$ cat src/rtl/spf_pkg.sv
package spf_pkg;

    typedef enum logic [1:0] {
        FLT_NONE      = 2'd0,
        FLT_UNALIGNED = 2'd1,
        FLT_DBG       = 2'd2,
        FLT_OTHER     = 2'd3
    } fault_e;

    function automatic int unsigned idx_width(input int unsigned n);
        return (n > 1) ? $clog2(n) : 1;
    endfunction

    function automatic int unsigned cnt_width(input int unsigned n);
        return (n > 0) ? $clog2(n + 1) : 1;
    endfunction

endpackage

$ cat src/rtl/spf_qualify.sv
module spf_qualify
    import spf_pkg::*;
(
    input  logic       req_valid,
    input  logic       req_spec,
    input  logic       req_limited,
    input  logic       req_is_data,
    input  logic [1:0] req_fault,
    output logic       install_req
);

    logic data_ok;

    always_comb begin
        unique case (fault_e'(req_fault))
            FLT_NONE, FLT_UNALIGNED, FLT_DBG: data_ok = 1'b1;
            default:                          data_ok = 1'b0;
        endcase
        // fetches verify regardless of their later fault outcome
        install_req = req_valid && !req_spec && req_limited
                      && (!req_is_data || data_ok);
    end

endmodule

$ cat src/rtl/spf_page_store.sv
module spf_page_store
    import spf_pkg::*;
#(
    parameter int unsigned ENTRIES = 8,
    parameter int unsigned ADDR_W  = 48,
    parameter int unsigned PAGE_SHIFT = 12,
    localparam int unsigned PN_W  = ADDR_W - PAGE_SHIFT,
    localparam int unsigned MW    = (ENTRIES > 0) ? ENTRIES : 1,
    localparam int unsigned CNT_W = cnt_width(ENTRIES)
) (
    input  logic              clk,
    input  logic              rst_n,
    input  logic              flush,
    input  logic [ADDR_W-1:0] addr,
    input  logic              wr_req,
    output logic              hit,
    output logic [MW-1:0]     match_vec,
    output logic [CNT_W-1:0]  fill_cnt
);

    generate
        if (ENTRIES == 0) begin : g_none
            assign hit       = 1'b0;
            assign match_vec = '0;
            assign fill_cnt  = '0;
        end else begin : g_cam
            localparam int unsigned IDX_W = idx_width(ENTRIES);

            typedef struct packed {
                logic [ENTRIES-1:0]           valid;
                logic [ENTRIES-1:0][PN_W-1:0] tag;
                logic [IDX_W-1:0]             ptr;
                logic [CNT_W-1:0]             fill;
            } store_t;

            store_t             st_d, st_q;
            logic [PN_W-1:0]    pn;
            logic [ENTRIES-1:0] match;

            assign pn = PN_W'(addr >> PAGE_SHIFT);

            always_comb begin
                for (int i = 0; i < ENTRIES; i++) begin
                    match[i] = st_q.valid[i] && (st_q.tag[i] == pn);
                end
            end

            assign hit       = |match;
            assign match_vec = match;
            assign fill_cnt  = st_q.fill;

            always_comb begin
                st_d = st_q;
                if (flush) begin
                    st_d.valid = '0;
                    st_d.ptr   = '0;
                    st_d.fill  = '0;
                end else if (wr_req && !hit) begin
                    st_d.tag[st_q.ptr]   = pn;
                    st_d.valid[st_q.ptr] = 1'b1;
                    st_d.ptr = (st_q.ptr == IDX_W'(ENTRIES - 1)) ? '0 : st_q.ptr + 1'b1;
                    if (st_q.fill != CNT_W'(ENTRIES)) begin
                        st_d.fill = st_q.fill + 1'b1;
                    end
                end
            end

            always_ff @(posedge clk or negedge rst_n) begin
                if (!rst_n) st_q <= '0;
                else        st_q <= st_d;
            end
        end
    endgenerate

endmodule

$ cat src/rtl/spec_page_filter.sv
module spec_page_filter
    import spf_pkg::*;
#(
    parameter int unsigned ADDR_W     = 48,
    parameter int unsigned PAGE_SHIFT = 12,
    parameter int unsigned ENTRIES    = 8,
    localparam int unsigned MW    = (ENTRIES > 0) ? ENTRIES : 1,
    localparam int unsigned CNT_W = cnt_width(ENTRIES)
) (
    input  logic              clk,
    input  logic              rst_n,
    input  logic              flush,
    input  logic              req_valid,
    input  logic [ADDR_W-1:0] req_addr,
    input  logic              req_limited,
    input  logic              req_spec,
    input  logic              req_is_data,
    input  logic [1:0]        req_fault,
    output logic              resp_allow
);

    logic             install_req;
    logic             page_hit;
    logic [MW-1:0]    page_match;
    logic [CNT_W-1:0] page_fill;

    spf_qualify u_qual (
        .req_valid   (req_valid),
        .req_spec    (req_spec),
        .req_limited (req_limited),
        .req_is_data (req_is_data),
        .req_fault   (req_fault),
        .install_req (install_req)
    );

    spf_page_store #(
        .ENTRIES    (ENTRIES),
        .ADDR_W     (ADDR_W),
        .PAGE_SHIFT (PAGE_SHIFT)
    ) u_store (
        .clk       (clk),
        .rst_n     (rst_n),
        .flush     (flush),
        .addr      (req_addr),
        .wr_req    (install_req),
        .hit       (page_hit),
        .match_vec (page_match),
        .fill_cnt  (page_fill)
    );

    always_comb begin
        resp_allow = req_valid && (!req_spec || !req_limited || page_hit);
    end

endmodule

$ cat config.mk
export PLATFORM = sky130hd
export DESIGN_NAME = spec_page_filter
export DESIGN_NICKNAME = d
export VERILOG_FILES = /design/src/rtl/spf_pkg.sv /design/src/rtl/spf_qualify.sv /design/src/rtl/spf_page_store.sv /design/src/rtl/spec_page_filter.sv
export SDC_FILE = /design/constraint.sdc
export NUM_CORES = 1
export LEC_CHECK = 0
export ABC_CLOCK_PERIOD_IN_PS = 3700
export CORE_UTILIZATION = 64
export CTS_BUF_LIST = sky130_fd_sc_hd__clkbuf_4 sky130_fd_sc_hd__clkbuf_8
export DETAILED_ROUTE_END_ITERATION = 12
export GPL_ROUTABILITY_DRIVEN = 1
export PLACE_DENSITY = 0.85
export SYNTH_ARGS = -nofsm -noshare
export SYNTH_HDL_FRONTEND = slang
export SYNTH_SLANG_ARGS = --single-unit
$ cat constraint.sdc
create_clock -name clk -period 3.7 [get_ports clk]
set_clock_uncertainty 0.2 [all_clocks]
set_input_delay 0.74 -clock clk [delete_from_list [all_inputs] [get_ports clk]]
set_output_delay 0.74 -clock clk [all_outputs]
set_load 0.02 [all_outputs]
== Word level (Yosys, flattened, before mapping) ==
Cells that the tools add are included.

* Output and inout bits: 1
* Bits of input ports: 57
* Logic and storage cells: 68
* Register bits: 303

* Bitwise gates (word level): 2
* Multiplexer cells: 11
* Reduce and logical (&&, ||, !) cells: 28
* Order comparisons: 2
* Eq/ne operators: 12
* $add $sub $neg: 2

{| class="wikitable"
|+ Operators with widths
! kind !! number
|-
| $mux 303 || 1
|-
| $bwmux 288 || 1
|-
| $eq 36x36->1 || 8
|-
| $demux 36 s3 || 1
|-
| $mux 36 || 1
|-
| $logic_and 1x1->1 || 14
|-
| $mux 8 || 1
|-
| $or 8x8->8 || 1
|-
| $reduce_or 8->1 || 1
|-
| $mux 7 || 1
|-
| $add 4x1->4 const B || 1
|-
| $logic_not 1->1 || 4
|-
| $lt 3x4->1 const B || 1
|-
| $mux 4 || 1
|-
| $ne 4x4->1 const B || 1
|-
| $reduce_and 2->1 || 2
|-
| $reduce_bool 2->1 || 2
|-
| $add 3x1->3 const B || 1
|-
| $demux 1 s3 || 1
|-
| $eq 3x3->1 const B || 1
|-
| $ge 3x1->1 const B || 1
|-
| $logic_or 1x1->1 || 3
|-
| $mux 3 || 1
|-
| $reduce_or 3->1 || 1
|-
| other kinds (5) || 6
|}

== Logic depth before layout (Yosys ltp) ==
Gate-level depths: netlist of run 1.

* Depth in word-level cells: 8
* Mapped depth: 11
* Depth with buffers taken out: 7

== Hierarchy ==
A second synthesis of run 1 with hierarchy kept.

* Cells, all modules: 1170
* Area total of the unflattened synthesis: 16393.2 µm²

{| class="wikitable"
|+ By module, submodules not included
! module !! cells each !! seq. area each (µm²) !! area each (µm²) !! instances
|-
| spf_page_store || 1166 || 7582.3 || 16368.2 || 1
|-
| spf_qualify || 2 || 0.0 || 13.8 || 1
|-
| spec_page_filter || 2 || 0.0 || 11.3 || 1
|}

== Worst setup path before layout of run 1 ==
OpenSTA, ideal clock, no wires.

* Path type: input to output
* Start point: input req_addr[30]
* End point: output resp_allow
* Slack: 0.488 ns
* Data arrival time: 2.272 ns
* Required time: 2.760 ns
* Stages: 7
* Buffers on the path: 1
* Cells stage by stage: buf_4 > xor2_1 > nor4_1 > nand4_1 > or3_4 > nand4_4 > o31a_2

* Longest elaborated chain between the ends: 5
* Elaborated cells on any way between the ends: 19
* Those cells by class: 8 x eq/ne; 11 x reduce/logical

{| class="wikitable"
|+ RTL lines
! element !! RTL line !! source
|-
| start: declaration || spec_page_filter.sv:14 || <nowiki>input logic [ADDR_W-1:0] req_addr,</nowiki>
|-
| $eq 36x36->1 || spf_page_store.sv:44 || <nowiki>match[i] = st_q.valid[i] && (st_q.tag[i] == pn);</nowiki>
|-
| $logic_and 1x1->1 || spf_page_store.sv:44 ||
|-
| $reduce_or 8->1 * || spf_page_store.sv:48 || <nowiki>assign hit = |match;</nowiki>
|-
| $logic_or 1x1->1 * || spec_page_filter.sv:52 || <nowiki>resp_allow = req_valid && (!req_spec || !req_limited || page_hit);</nowiki>
|-
| $logic_and 1x1->1 * || spec_page_filter.sv:52 ||
|-
| end: declaration || spec_page_filter.sv:19 || <nowiki>output logic resp_allow</nowiki>
|}

Every way passes the cells marked *; elsewhere a longest branch is shown, timed or not.

== Final worst setup path of run 1 ==
* Start point: input req_addr[14]
* End point: output resp_allow

The elaborated chain is that of the path after synthesis.

==> results.md, run 1 <==
- Critical-path cell list: dlygate4sd2_1 -> buf_12 -> buf_12 -> xor2_1 -> nor4_1 -> buf_4 -> nand4_1 -> or3_4 -> nand4_4 -> o31a_2 -> buf_6
- Fraction of layout cells with a size suffix above 1: 45.7%
- CORE AREA: 23500 sq um
- Power Density: 399 nW/um^2
- Critical Path End Type: output port
- HP Class: flip-flop to flip-flop
- Max Fclk: 0.268 GHz
- WL final: 43500 um
- PortBufs: 45
- Vias/cell: 6.20
- Final period utilization: 101%
- Nets: 1395
- R2R setup slack: 480 ps
- CTS Buf Count: 48
- Leak: 0.00913 uW
- Drt first pass iters: 5
- Max Slew Vio Count: 0
- Die width: 157 um
- Hold depth: 1
- Worst path required time: 2760 ps
- Initial antenna violation count: 0
- CP Class: primary input to output port
- Total global routing overflow: 0
- Height of the die: 157 um
- Hold Fails Final Rpt: 0
- All-layer global routing usage: 36.5%
- Max_cap viols: 0
- H-tree Lvls: 2
- Hold EP: u_store.g_cam.st_q[300]
- Synthesized area: 15300 sq um
- Slew HR: 57.6%
- Max incr delay on CP: 360 ps
- Initial cell density of the core: 65.2%
- Fillers: 1208
- Routed vias: 10400
- 1st-iter DRT viols: 861
- Sequential element share of the synthesized area: 48.9%
- Post-synthesis register bit count: 299
- # diodes: 0
- Core Rows: 56
- Hold_ws: 276 ps
- Area growth syn-to-layout: 21.7%
- Worst path most repeated cell: buf_12
- Clk sinks: 299
- CTS tree: yes
- Largest vdd supply drop: 304 uV
- Vias in the first global route: 11200
- Finished Cell Area: 18600 sq um
- GPL Wtd Cong: 0.865
- Final Setup Violations: 1
- CP arrival: 2790 ps
- Violated checks: negative setup slack
- CTS Buffer Depth: 3
- Actual slew at the worst max-slew pin: 636 ps
- Worst Reg-to-Reg Cells: 11
- Status: finished, violations left
- Wire length of the first global-routing pass: 65000 um
- Clock transition at the registers of the reported paths: 60 ps
- Critical path's slowest cell: or3_4
- Synthesis Warnings: 0
- Pin count of the biggest net entering global routing: 77
- Clk_lat worst skew: 590 ps
- Period minus WS final: 3730 ps
- Crit start category: primary input
- DRC errors left: 0
- Die ar.: 24500 sq um
- Placement Setup Slack: -845 ps
- Distinct cell type count after synthesis: 40
- Syn_nets: 1195
- ANT nets after route: 0
- Worst Path Max Fanout: 9
- CTS root buffer: clkbuf_8
- Hold Crit Start: u_store.g_cam.st_q[300]
- Setup ws final: -31.6 ps
- Dpl hpwl: 26100 um
- Total design power: 7440 uW
- Avg Inst Size Synth: 13.5 sq um
- IO Count: 58
- Commonest non-fill, non-tap cell in the layout: dfrtp_1
- Syn Inst Count: 1136
- Post-route setup TNS: -31.6 ps
- Commonest cells after routing, fill and taps aside: dfrtp_1, mux2_2, xor2_1
- WL/cell: 25.8 um
- Post-placement cell area: 17000 sq um
## what timing repair did
item | CTS | global route
endpoints found under the hold margin | 67 | 0
hold buffers | 1 | 0
pin swaps | 45 | 34
setup buffers | 29 | 5
gates resized for setup | 98 | 45
cloned | 5 | 0
setup endpoints to repair | 1 | 1
## per-stage QoR
| step | instances | utilization, % |
|---|---|---|
| finish | 1681 | 79.4 |
| global route | 1681 | 79.4 |
| CTS | 1676 | 78.8 |
| detailed placement | 1566 | 72.3 |
| global placement | 1566 | 72.3 |
| floorplan | 1136 | - |
## routing by layer
metal	vias to the layer above	GRT usage, %	share of wire, %
li1	4300	-	-
met1	5404	45.6	39
met4	0	21.4	6.1
met5	-	0	0
met3	188	8.09	7.0
met2	530	58.7	48
## cells in the mapped netlist (all sizes together)
library cell / instances / area, sq um
nor2b: 1 / 6.26
nor2: 4 / 15.0
clkbuf: 2 / 7.51
nand4: 44 / 324
xnor2: 128 / 1120
nand2: 5 / 18.8
nor3: 12 / 139
o22ai: 3 / 18.8
o31a: 2 / 18.8
nor4: 43 / 269
nand3b: 2 / 15.0
a222oi: 1 / 10.0
buf: 97 / 853
and3: 1 / 6.26
mux2i: 7 / 70.1
a21oi: 1 / 5.00
nand3: 11 / 55.1
a21o: 7 / 52.6
o21ai: 4 / 20.0
nand4b: 2 / 17.5
dfrtp: 299 / 7480
nor3b: 1 / 7.51
ha: 2 / 25.0
mux2: 284 / 3310
or3: 5 / 46.3
inv: 14 / 52.6
xor2: 153 / 1340
a2111oi: 1 / 8.76
## critical path, delay by kind of cell
kind | cells | cell delay, ps
compound gates | 1 | 140
buf+inv | 5 | 860
simple gates | 4 | 880
xor+xnor | 1 | 150
## report_power, final
part           internal, uW  switching [uW]
sequential             3430             132
combinational           561             528
clock                  1500            1290
## how the worst max path moves through the flow
stage / startpoint / endpoint / slack, ps / depth (start not counted)
floorplan: req_addr[30] / resp_allow / 490 / 7
global placement: req_addr[15] / resp_allow / -760 / 10
detailed placement: req_addr[15] / resp_allow / -840 / 10
CTS: req_addr[12] / resp_allow / 1 / 11
global route: req_addr[14] / resp_allow / -80 / 11
finish: req_addr[14] / resp_allow / -30 / 11
## area by class of cell
class / instances / area (sq um) / share of cell area, %
tap: 319 / 399 / 2.14
clock inverter: 3 / 21.3 / 0.114
inverter: 14 / 52.6 / 0.282
clock buffer: 73 / 880 / 4.72
timing repair buffer: 249 / 2540 / 13.7
multi-input combinational: 724 / 7250 / 38.9
sequential: 299 / 7480 / 40.2
## logic make-up (layout without fill, tap and decap cells)
group	Yosys count	in the layout	synth area share (%)
DFF	299	299	48.9
AOI/OAI and AO/OA	19	19	0.874
xor gates and xnor gates	281	281	16.1
and+or+nand+nor	131	131	6.01
muxes	291	291	22.1
buffers and inverters	113	339	5.97
adders and majority gates	2	2	0.163
(Power assumes the default switching activity.)
==> run 2: changes to the inputs <==
CORE_UTILIZATION = 40   (was 64)
PLACE_DENSITY = 0.58   (was 0.85)
==> results.md, run 2 (synthesis gave the netlist of run 1 again) <==
- Status: complete, no violations
- Dpl hpwl: 27300 um
- Routed vias: 9675
- Hold depth: 1
- Critical Path End Type: output port
- WL final: 42700 um
- WL/cell: 22.2 um
- Clk_lat worst skew: 620 ps
- Worst Path Max Fanout: 6
- Setup ws final: 49.0 ps
- CTS tree: yes
- R2R setup slack: 500 ps
- Vias in the first global route: 10300
- Drt first pass iters: 4
- Fillers: 3267
- Placement Setup Slack: -1010 ps
- Final Setup Violations: 0
- Wire length of the first global-routing pass: 65100 um
- RSZ-0062 raised after global routing: yes
- CTS Buffer Depth: 3
- Clk sinks: 299
- Fraction of layout cells with a size suffix above 1: 49.6%
- # diodes: 0
- Vias/cell: 5.03
- GPL Wtd Cong: 0.845
- Hold EP: u_store.g_cam.st_q[300]
- H-tree Lvls: 2
- Placed insts: 1762
- Pin count of the biggest net entering global routing: 87
- Hold Fails Final Rpt: 0
- Leak: 0.00971 uW
- Commonest cells after routing, fill and taps aside: dfrtp_1, mux2_2, buf_4
- Hold Crit Start: u_store.g_cam.st_q[300]
- CP arrival: 2710 ps
- Period minus WS final: 3650 ps
- ANT nets after route: 0
- Die width: 198 um
- Crit. Startpoint: req_addr[29]
- Clock transition at the registers of the reported paths: 60 ps
- Die ar.: 39100 sq um
- HP Class: flip-flop to flip-flop
- WP buf/inv: 6
- CTS root buffer: clkbuf_8
- Core Rows: 71
- All-layer global routing usage: 22.9%
- Max Slew Vio Count: 0
- CORE AREA: 37700 sq um
- Actual slew at the worst max-slew pin: 798 ps
- Critical path's slowest cell: nor4_2
- Area growth syn-to-layout: 30.1%
- Post-route setup TNS: 0 ps
- Max_cap viols: 0
- Critical-path cell list: clkdlybuf4s15_1 -> buf_6 -> buf_12 -> buf_8 -> xnor2_2 -> nand4_1 -> nor4_2 -> buf_4 -> nand4_1 -> nand4_4 -> o31a_2 -> buf_6
- CTS Buf Count: 52
- PortBufs: 45
- Final non-filler cell total: 1925
- Height of the die: 198 um
- DRC errors left: 0
- Max incr delay on CP: 310 ps
- Worst path required time: 2760 ps
- Initial cell density of the core: 40.7%
- Total global routing overflow: 0
- Slew HR: 46.8%
- Post-layout util: 52.9%
- Final period utilization: 98.7%
- Max Fclk: 0.274 GHz
- Power Density: 397 nW/um^2
- CP delay by family, top: buffers and inverters
- Commonest non-fill, non-tap cell in the layout: dfrtp_1
- Worst Reg-to-Reg Cells: 11
- 1st-iter DRT viols: 408
- CP Class: primary input to output port
- Crit start category: primary input
- Largest vdd supply drop: 178 uV
- IO Count: 58
- Nets: 1438
- Initial antenna violation count: 0
-- run 2: cell count changes in the layout (fill, tap and decap cells not counted), sizes merged --
cell / change
buf: +41
clkinv: +3
clkinvlp: -1
clkdlybuf4s15: +10
clkbuf: +14
bufbuf: +6
dlygate4sd2: -21
-- run 2: report_power, final --
group | switching, uW | leakage [uW] | internal (uW)
sequential | 129 | 0.00407 | 3430
clock | 1390 | 0.000578 | 1770
combinational | 529 | 0.00506 | 670
-- run 2: cell type report --
class | count | area [sq um] | share of cell area (%)
Clock buffer | 84 | 1040 | 5.24
Sequential cell | 299 | 7480 | 37.5
Tap cell | 511 | 639 | 3.21
Timing Repair Buffer | 288 | 3250 | 16.3
Inverter | 14 | 52.6 | 0.264
Multi-Input combinational cell | 724 | 7430 | 37.3
Clock inverter | 5 | 28.8 | 0.144
-- run 2: worst max-delay path by stage --
stage                       endpoint  cells past startpoint  slack (ps)
final                     resp_allow                     12          50
after global routing      resp_allow                     11         -10
after CTS                 resp_allow                     12           1
after detailed placement  resp_allow                     10       -1010
after global placement    resp_allow                     11        -990
after floorplan           resp_allow                      7         490
-- run 2: layer usage --
| layer | vias to the layer above | global-route usage [%] | share of wire, % |
|---|---|---|---|
| met3 | 69 | 3.30 | 4.4 |
| met1 | 5032 | 31.4 | 45 |
| met2 | 174 | 36.3 | 47 |
| met4 | 0 | 9.27 | 3.2 |
| li1 | 4400 | - | - |
| met5 | - | 0 | 0 |
-- run 2: repair_timing --
action / CTS / global route
endpoints found under the setup margin: 25 / 1
hold endpoints to repair: 25 / 0
hold buffers: 1 / 0
gates cloned: 11 / 1
pin swaps: 62 / 56
buffers inserted: 54 / 14
gates resized for setup: 159 / 70
-- run 2: metrics by stage --
stage	instance area, sq um	power, uW	hold WS, ps
detailed placement	17400	4600	260
CTS	19700	7950	273
floorplan	15300	4180	243
global placement	17400	4580	252
finish	19900	7920	272
global route	19900	8220	300
-- run 2: worst register-to-register path: cells and delay by family, from the launching register on --
family	cells	cell delay, ps
xor+xnor	1	140
buf+inv	4	830
flops	1	410
mux	1	340
simple gates	5	1150
==> run 3: changes to the inputs <==
SKIP_LAST_GASP = 1   (was unset)
==> results of run 3 <==
No change in the layout: final DEF, timing and power equal those of run 2.
